$ cat src/rtl/tern_pkg.sv
`timescale 1ns/1ps
package tern_pkg;
  localparam int TRIT_W = 2;
  localparam int OP_W   = 3;

  typedef logic [TRIT_W-1:0] trit_t;

  localparam trit_t T_NEG  = 2'b11;
  localparam trit_t T_ZERO = 2'b00;
  localparam trit_t T_POS  = 2'b01;
  localparam trit_t T_BAD  = 2'b10;

  localparam int OPC_IDENT = 0;
  localparam int OPC_INC   = 1;
  localparam int OPC_DEC   = 2;
  localparam int OPC_MAX   = 3;
  localparam int OPC_MIN   = 4;

  // constants tied to the three data inputs of the multiplexer
  typedef struct packed {
    trit_t negIn;
    trit_t zeroIn;
    trit_t posIn;
  } mux_wiring_t;
endpackage

$ cat src/rtl/tern_fn_ctrl.sv
`timescale 1ns/1ps
module tern_fn_ctrl
  import tern_pkg::*;
#(
  parameter int OP_WIDTH = OP_W
) (
  input  logic [OP_WIDTH-1:0] opCode,
  output mux_wiring_t         wiring
);
  // each function is a column of three constants read out by the argument
  always_comb begin
    wiring = '{negIn: T_NEG, zeroIn: T_ZERO, posIn: T_POS};
    if (opCode == OP_WIDTH'(OPC_INC))
      wiring = '{negIn: T_ZERO, zeroIn: T_POS, posIn: T_NEG};
    else if (opCode == OP_WIDTH'(OPC_DEC))
      wiring = '{negIn: T_POS, zeroIn: T_NEG, posIn: T_ZERO};
    else if (opCode == OP_WIDTH'(OPC_MAX))
      wiring = '{negIn: T_ZERO, zeroIn: T_ZERO, posIn: T_POS};
    else if (opCode == OP_WIDTH'(OPC_MIN))
      wiring = '{negIn: T_NEG, zeroIn: T_ZERO, posIn: T_ZERO};
  end
endmodule

$ cat src/rtl/tern_mux.sv
`timescale 1ns/1ps
module tern_mux
  import tern_pkg::*;
(
  input  trit_t       selTrit,
  input  mux_wiring_t wiring,
  output trit_t       outTrit,
  output logic        selBad
);
  always_comb begin
    selBad  = 1'b0;
    outTrit = T_ZERO;
    case (selTrit)
      T_NEG:   outTrit = wiring.negIn;
      T_ZERO:  outTrit = wiring.zeroIn;
      T_POS:   outTrit = wiring.posIn;
      default: selBad  = 1'b1;
    endcase
  end
endmodule

$ cat src/rtl/tern_fn_unit.sv
`timescale 1ns/1ps
module tern_fn_unit
  import tern_pkg::*;
#(
  parameter int OP_WIDTH = OP_W
) (
  input  logic [OP_WIDTH-1:0] opCode,
  input  logic [TRIT_W-1:0]   argIn,
  output logic [TRIT_W-1:0]   result,
  output logic                selErr
);
  mux_wiring_t wiring;

  tern_fn_ctrl #(.OP_WIDTH(OP_WIDTH)) u_ctrl (
    .opCode (opCode),
    .wiring (wiring)
  );

  tern_mux u_mux (
    .selTrit (argIn),
    .wiring  (wiring),
    .outTrit (result),
    .selBad  (selErr)
  );
endmodule

$ cat config.mk
export PLATFORM = sky130hd
export DESIGN_NAME = tern_fn_unit
export DESIGN_NICKNAME = d
export VERILOG_FILES = /design/src/rtl/tern_pkg.sv /design/src/rtl/tern_fn_ctrl.sv /design/src/rtl/tern_mux.sv /design/src/rtl/tern_fn_unit.sv
export SDC_FILE = /design/constraint.sdc
export NUM_CORES = 1
export LEC_CHECK = 0
export BUFFER_PORTS_ARGS = -buffer_cell sky130_fd_sc_hd__buf_2
export CORE_AREA = 3 3 40 42
export DETAILED_ROUTE_END_ITERATION = 16
export DIE_AREA = 0 0 43 45
export SYNTH_ARGS = -nofsm -noshare
export SYNTH_HDL_FRONTEND = slang
export SYNTH_SLANG_ARGS = --single-unit
$ cat constraint.sdc
create_clock -name vclk -period 1.3
set_clock_uncertainty 0.15 [all_clocks]
set_input_delay 0.195 -clock vclk [all_inputs]
set_output_delay 0.195 -clock vclk [all_outputs]
set_load 0.03 [all_outputs]
== After elaboration in Yosys (flattened, before gate mapping) ==
Cells that the tools add are included.

* RAM bits: 0
* Memories: 0
* Latch bits: 0
* Word-level logic and storage cells: 14
* ROM bits: 0
* Output and inout bits: 3
* Input bits: 5
* Register bits: 0

* Muxes and demuxes: 6
* Shift-type cells: 0
* Bitwise logic cells: 0
* Reductions and logical operators: 2
* Equal/unequal tests: 6
* Add/sub/neg operators: 0
* $lt $le $gt $ge: 0
* $mul: 0
* Divide/modulo/power cells: 0

{| class="wikitable"
|+ Operator list
! kind !! number
|-
| 6-bit 2-to-1 mux || 3
|-
| 3-bit by 2-bit == test with 1-bit output (second input constant) || 2
|-
| 2-bit case mux with 3 select lines || 1
|-
| 3-bit by 1-bit == test with 1-bit output (second input constant) || 1
|-
| 3-bit == test (second input constant) || 1
|-
| 3-bit OR reduction || 1
|-
| 2-bit by 1-bit == test with 1-bit output (second input constant) || 1
|-
| 2-bit == test (second input constant) || 1
|-
| 2-bit zero test || 1
|-
| 1-bit 2-to-1 mux || 2
|}

== Depth between registers and ports, before layout ==
Gate-level depths: netlist of run 1.

* Depth in word-level cells: 6
* Mapped depth: 3
* Mapped depth without buffers: 3

== Cells and area by module ==
From an unflattened synthesis of run 1, not the netlist that was laid out.

* Cell total of the unflattened synthesis: 15
* Area, all modules: 101.3 sq um

{| class="wikitable"
|+ Modules (own cells, without submodules)
! module !! times used !! area an instance (sq um) !! cells each
|-
| tern_fn_ctrl || 1 || 52.6 || 8
|-
| tern_mux || 1 || 48.8 || 7
|}

== Least setup slack after synthesis of run 1 ==
Ideal clock, no wire load.

* Path type: input-to-output
* Start: in opCode[1]
* End: out result[1]
* Arrival: 997 ps
* Path buffers: 0
* Stages: 3
* Path slack: -42 ps
* Cell sequence: nor4b_2 -> a21oi_1 -> o22ai_1

* Word-level cells in the longest chain between the ends: 5
* Elaborated cells between the ends (all ways): 7

{| class="wikitable"
|+ Ends and longest elaborated chain
! item !! RTL line !! text
|-
| start, declared || tern_fn_unit.sv:7 || <nowiki>input logic [OP_WIDTH-1:0] opCode,</nowiki>
|-
| 3-bit by 2-bit == test with 1-bit output || tern_fn_ctrl.sv:17 || <nowiki>else if (opCode == OP_WIDTH'(OPC_MAX))</nowiki>
|-
| 6-bit 2-to-1 mux || tern_fn_ctrl.sv:17 ||
|-
| 6-bit 2-to-1 mux || tern_fn_ctrl.sv:15 || <nowiki>else if (opCode == OP_WIDTH'(OPC_DEC))</nowiki>
|-
| 6-bit 2-to-1 mux * || tern_fn_ctrl.sv:13 || <nowiki>if (opCode == OP_WIDTH'(OPC_INC))</nowiki>
|-
| 2-bit case mux with 3 select lines * || tern_mux.sv:13 || <nowiki>case (selTrit)</nowiki>
|-
| end, declared || tern_fn_unit.sv:9 || <nowiki>output logic [TRIT_W-1:0] result,</nowiki>
|}

Every way passes the cells marked *; elsewhere a longest branch is shown, timed or not.

== Worst setup path after layout of run 1 ==
Ends and elaborated chain as after synthesis.

==> results by group, run 1 <==
GRT
  • Vias in the first global route: 142
  • Grt ovf: 0
  • Initial antenna violation count: 0
  • First-pass GRT wire length: 586 um
  • Largest net degree at the start of global routing: 8
  • Gr usage total: 3.65%

Yosys
  • Post-synthesis adder-cell area fraction: 0%
  • Multiplexer share of the synthesized area: 0%
  • Simple-gate share of the synthesized area: 57.1%
  • Mapped cell area: 105 sq um
  • Post-Synth XOR/XNOR Area: 0%
  • Largest cells by area after synthesis: nor2b_1 (24%), nor4b_2 (14%), o2111a_1 (11%)
  • Post-synth top area cell: nor2b_1
  • Yosys warnings: 0
  • Mapped Nets: 21
  • Seq/Total Area, Yosys: 0%
  • Avg Cell Area, Syn: 6.57 sq um
  • Synthesized instance count: 16
  • Compound-gate portion of the synthesized area: 39.3%
  • Main combinational cell family by area after synthesis: simple AND/OR/NAND/NOR gates
  • Top cell type's share of synthesized area: 23.8%
  • Post-synthesis cell type count: 12

Cells and area
  • ANT cells: 0
  • Seq cells: 0
  • Filler cell count: 148
  • Post-route cell area: 250 sq um
  • Clkbuf count: 0
  • Nets: 33
  • Core Util, Final: 19.5%
  • Layout cell share with drive strength beyond 1: 65.4%
  • Area Overhead vs Synth: 138%
  • FF+latch area: 0 sq um
  • Non-filler cells, final: 41
  • Commonest non-fill, non-tap cells in the layout: nor2b_1 (3), buf_2 (3), buf_6 (3)

Placement
  • I/O Buffers: 8
  • Pre-CTS setup slack: -0.0458 ns
  • Dpl cells: 41
  • Dpl hpwl: 276 um
  • Final GP Congestion: 0.881
  • Placed Area: 185 sq um

Route
  • Via/cell ratio: 4.07
  • WL final: 412 um
  • Overall via count from detail_route: 167
  • Routed Antenna Nets: 0
  • WL/cell: 10.0 um
  • DRC: 0
  • Pre-antenna DRT Iters: 2
  • Initial DRC Count: 1

Floorplanning
  • Die X: 43 um
  • Row count: 13
  • Initial core utilization: 8.18%
  • Core Area: 1280 sq um
  • Die Y: 45 um
  • Die ar.: 1940 sq um
  • I/O pin count: 8

Critical path
  • CP max stage delay: 0.27 ns
  • Worst setup SP type: primary input
  • CP Capture Type: primary output
  • Slowest CP cell: nor4b_4
  • Critical Path Start: opCode[1]
  • Worst Path Required: 0.95 ns
  • Delay-heaviest family, CP: simple AND/OR/NAND/NOR gates
  • Critical path data arrival time: 0.93 ns
  • Crit path kind: in2out
  • Max FO, Critical Path: 4
  • Worst setup path end: result[1]
  • WP buf/inv: 2
  • Critical path cell sequence: buf_8 > nor4b_4 > a21oi_2 > o22ai_2 > buf_6
  • Levels on crit path: 5

Timing
  • Final Setup Violations: 0
  • Post-route minimum period: 1.28 ns
  • Slew @ Worst Pin: 0.206 ns
  • Rel. slew slack: 86.2%
  • Final hold slack: 0.581 ns
  • Setup WS post-layout: 0.0222 ns
  • Fin Setup TNS: 0 ns
  • Count of pins over their slew limit: 0
  • Final hold vios: 0
  • Tcrit/Tclk final: 98.3%
  • Fmax: 0.783 GHz

CTS
  • Post-CTS Setup Bufs: 0
  • Hold-fix buffers at CTS: 0

Status
  • Status: complete, no violations

Hold path
  • Min-delay worst type: in2out

Power and ir drop
  • Tot Pwr: 0.0944 mW
  • Pwr Density: 377 nW/um^2
  • Worst vdd ir: 46.1 uV
  • Pleak: 0.101 nW

Flow run
  • Max-Cap Viols: 0
==> synthesized netlist by cell type (all sizes together) <==
cell     count
a21oi        1
a2bb2oi      1
inv          1
nand2        1
nand4b       1
nor2         2
nor2b        4
nor4b        1
o2111a       1
o21ai        2
o22ai        1
==> how the worst min path moves through the flow <==
stage / startpoint / to / slack (ns) / cells past startpoint
after floorplan: argIn[0] / selErr / 0.35 / 1
after global placement: opCode[0] / result[1] / 0.60 / 3
after detailed placement: opCode[0] / result[1] / 0.60 / 3
after CTS: opCode[0] / result[1] / 0.58 / 3
after global routing: opCode[0] / result[1] / 0.60 / 3
final: opCode[0] / result[1] / 0.58 / 3
==> cell type report <==
type,instances,area [sq um],share of cell area (%)
Timing Repair Buffer,10,93.8,37.5
Inverter,1,3.75,1.50
Tap cell,15,18.8,7.50
Multi-Input combinational cell,15,134,53.5
==> power breakdown <==
group | total, mW | internal, mW | switching (mW)
registers | 0 | 0 | 0
clock network | 0 | 0 | 0
logic | 0.0944 | 0.0476 | 0.0468
==> what timing repair did <==
action / 4_1_cts / 5_1_grt
resized for setup: 8 / 11
endpoints found under the setup margin: 2 / 2
pin swaps: 0 / 2
==> routing by layer <==
metal  global-route usage, %  routed length, um  up-vias
li1                        -                  -       81
met5                       0                  0        -
met2                    6.59                209        7
met4                       0                  0        0
met3                   0.797                 29        0
met1                    4.76                173       79
==> cell families after synthesis <==
family | count (synthesis)
AND/OR/NAND/NOR | 9
buffers and inverters | 1
AO/OA/AOI/OAI | 6
Note: power is estimated with default switching activity, not from simulation.
==> run 2, diff against run 1 <==
--- a/config.mk
+++ b/config.mk
@@ -9,6 +9,7 @@
 export CORE_AREA = 3 3 40 42
 export DETAILED_ROUTE_END_ITERATION = 16
 export DIE_AREA = 0 0 43 45
+export PLACE_DENSITY = 0.3
 export SYNTH_ARGS = -nofsm -noshare
 export SYNTH_HDL_FRONTEND = slang
 export SYNTH_SLANG_ARGS = --single-unit
==> run 2 against run 1 <==
The run now ends with negative setup slack left; worst hold slack lost 0.0032 ns; critical path depth unchanged; via count is 6.6% lower; total power fell by 0.26%; critical endpoint unchanged; largest power group unchanged.
==> results by group, run 2 (synthesis results as in run 1) <==
Status
  • Status: finished, violations left
  • Failing checks: negative setup slack

Power and ir drop
  • Pint: 0.0482 mW
  • Pwr Density: 374 nW/um^2
  • Logic gate share of total power: 100.0%
  • Flop pwr share: 0%
  • Sw frac: 48.8%
  • P_sw: 0.0459 mW
  • Worst vdd ir: 145 uV
  • Power share of the clock group: 0%
  • Tot Pwr: 0.0942 mW
  • Pleak: 0.0970 nW

Critical path
  • CP Capture Type: primary output
  • Max FO, Critical Path: 6
  • Worst Path Required: 0.95 ns
  • Worst setup SP type: primary input
  • Critical path data arrival time: 0.97 ns
  • Crit path kind: in2out

GRT
  • Gr usage total: 3.90%
  • Vias in the first global route: 143
  • First-pass GRT wire length: 614 um
  • Initial antenna violation count: 0
  • Grt ovf: 0
  • Largest net degree at the start of global routing: 7

Route
  • WL final: 337 um
  • WL/cell: 8.22 um
  • DRC: 0
  • Overall via count from detail_route: 156
  • Routed Antenna Nets: 0
  • Pre-antenna DRT Iters: 1
  • Initial DRC Count: 0
  • Via/cell ratio: 3.80

Floorplanning
  • Die ar.: 1940 sq um
  • Die X: 43 um
  • Initial core utilization: 8.18%
  • Row count: 13
  • Core Area: 1280 sq um
  • I/O pin count: 8
  • Die Y: 45 um

Cells and area
  • FF+latch area: 0 sq um
  • Post-route cell area: 251 sq um
  • Nets: 33
  • Clkbuf count: 0
  • Seq cells: 0
  • Commonest non-fill, non-tap cells in the layout: nor2b_1 (4), buf_6 (4), buf_2 (3)
  • Area Overhead vs Synth: 139%
  • Layout cell share with drive strength beyond 1: 61.5%
  • ANT cells: 0

Placement
  • Placed Area: 185 sq um
  • Dpl hpwl: 287 um
  • Final GP Congestion: 0.572
  • I/O Buffers: 8

Timing
  • RSZ-0062 raised after global routing: true
  • Final hold slack: 0.578 ns
  • Setup WS post-layout: -0.0109 ns
  • Count of pins over their slew limit: 0
  • Slew @ Worst Pin: 0.196 ns
  • Rel. slew slack: 86.9%
  • Fmax: 0.763 GHz
  • Tcrit/Tclk final: 101%
  • Final Setup Violations: 1
  • Final hold vios: 0
  • Post-route minimum period: 1.31 ns

Hold path
  • Worst Hold Depth: 3
  • Min-delay worst type: in2out

CTS
  • Hold-fix buffers at CTS: 0
  • Post-CTS Setup Bufs: 0

Flow run
  • Max-Cap Viols: 0
==> run 2: cell types whose count changed in the layout (fill, tap and decap cells not counted) <==
cell       before  now
buf_8           2    0
a2bb2oi_1       1    0
a2bb2oi_2       0    1
buf_12          0    1
buf_6           3    4
nor2_2          1    0
nor2_4          0    1
nor2b_1         3    4
nor2b_4         1    0
o21ai_1         1    2
o21ai_2         1    0
==> run 2: layer usage <==
metal | wire length, um | vias to the layer above | track usage, %
met4 | 0 | 0 | 0
met3 | 39 | 0 | 1.20
met2 | 123 | 8 | 5.69
li1 | - | 82 | -
met5 | 0 | - | 0
met1 | 175 | 66 | 5.95
==> run 2: final timing paths <==
check / start / endpoint
worst max-delay path: argIn[1] / result[1]
worst min-delay path: opCode[0] / result[1]
==> run 2: metrics by stage <==
step	utilization, %	worst slack [ns]	std cells	TNS, ns
finish	19.6	-0.0109	41	-0.0109
global route	19.6	-0.0454	41	-0.0458
CTS	15.8	-0.0172	41	-0.0172
detailed placement	14.4	-0.0533	41	-0.0712
global placement	14.4	-0.0523	41	-0.0646
floorplan	-	0.120	16	0
==> run 2: worst max-delay path, cell delays in order <==
cell and delay [ns]:
buf_12 0.11, nor4b_4 0.26, a21oi_2 0.06, o22ai_2 0.18, buf_6 0.15
==> run 2: timing repair <==
action | CTS | global route
resized for setup | 5 | 15
endpoints found under the setup margin | 2 | 2
pin swaps | 0 | 4
==> run 2: cell type report <==
cell class                 instances  area (sq um)
inverter                           1          3.75
timing repair buffer              10          95.1
multi-input combinational         15           134
tap                               15          18.8
fill                             141          1030
==> run 2: power by group through the flow <==
stage / logic, mW / clock network, mW / registers (mW)
2_1_floorplan: 0.0377 / 0 / 0
3_3_place_gp: 0.0675 / 0 / 0
3_5_place_dp: 0.0679 / 0 / 0
4_1_cts: 0.0771 / 0 / 0
5_1_grt: 0.101 / 0 / 0
6_report: 0.0942 / 0 / 0
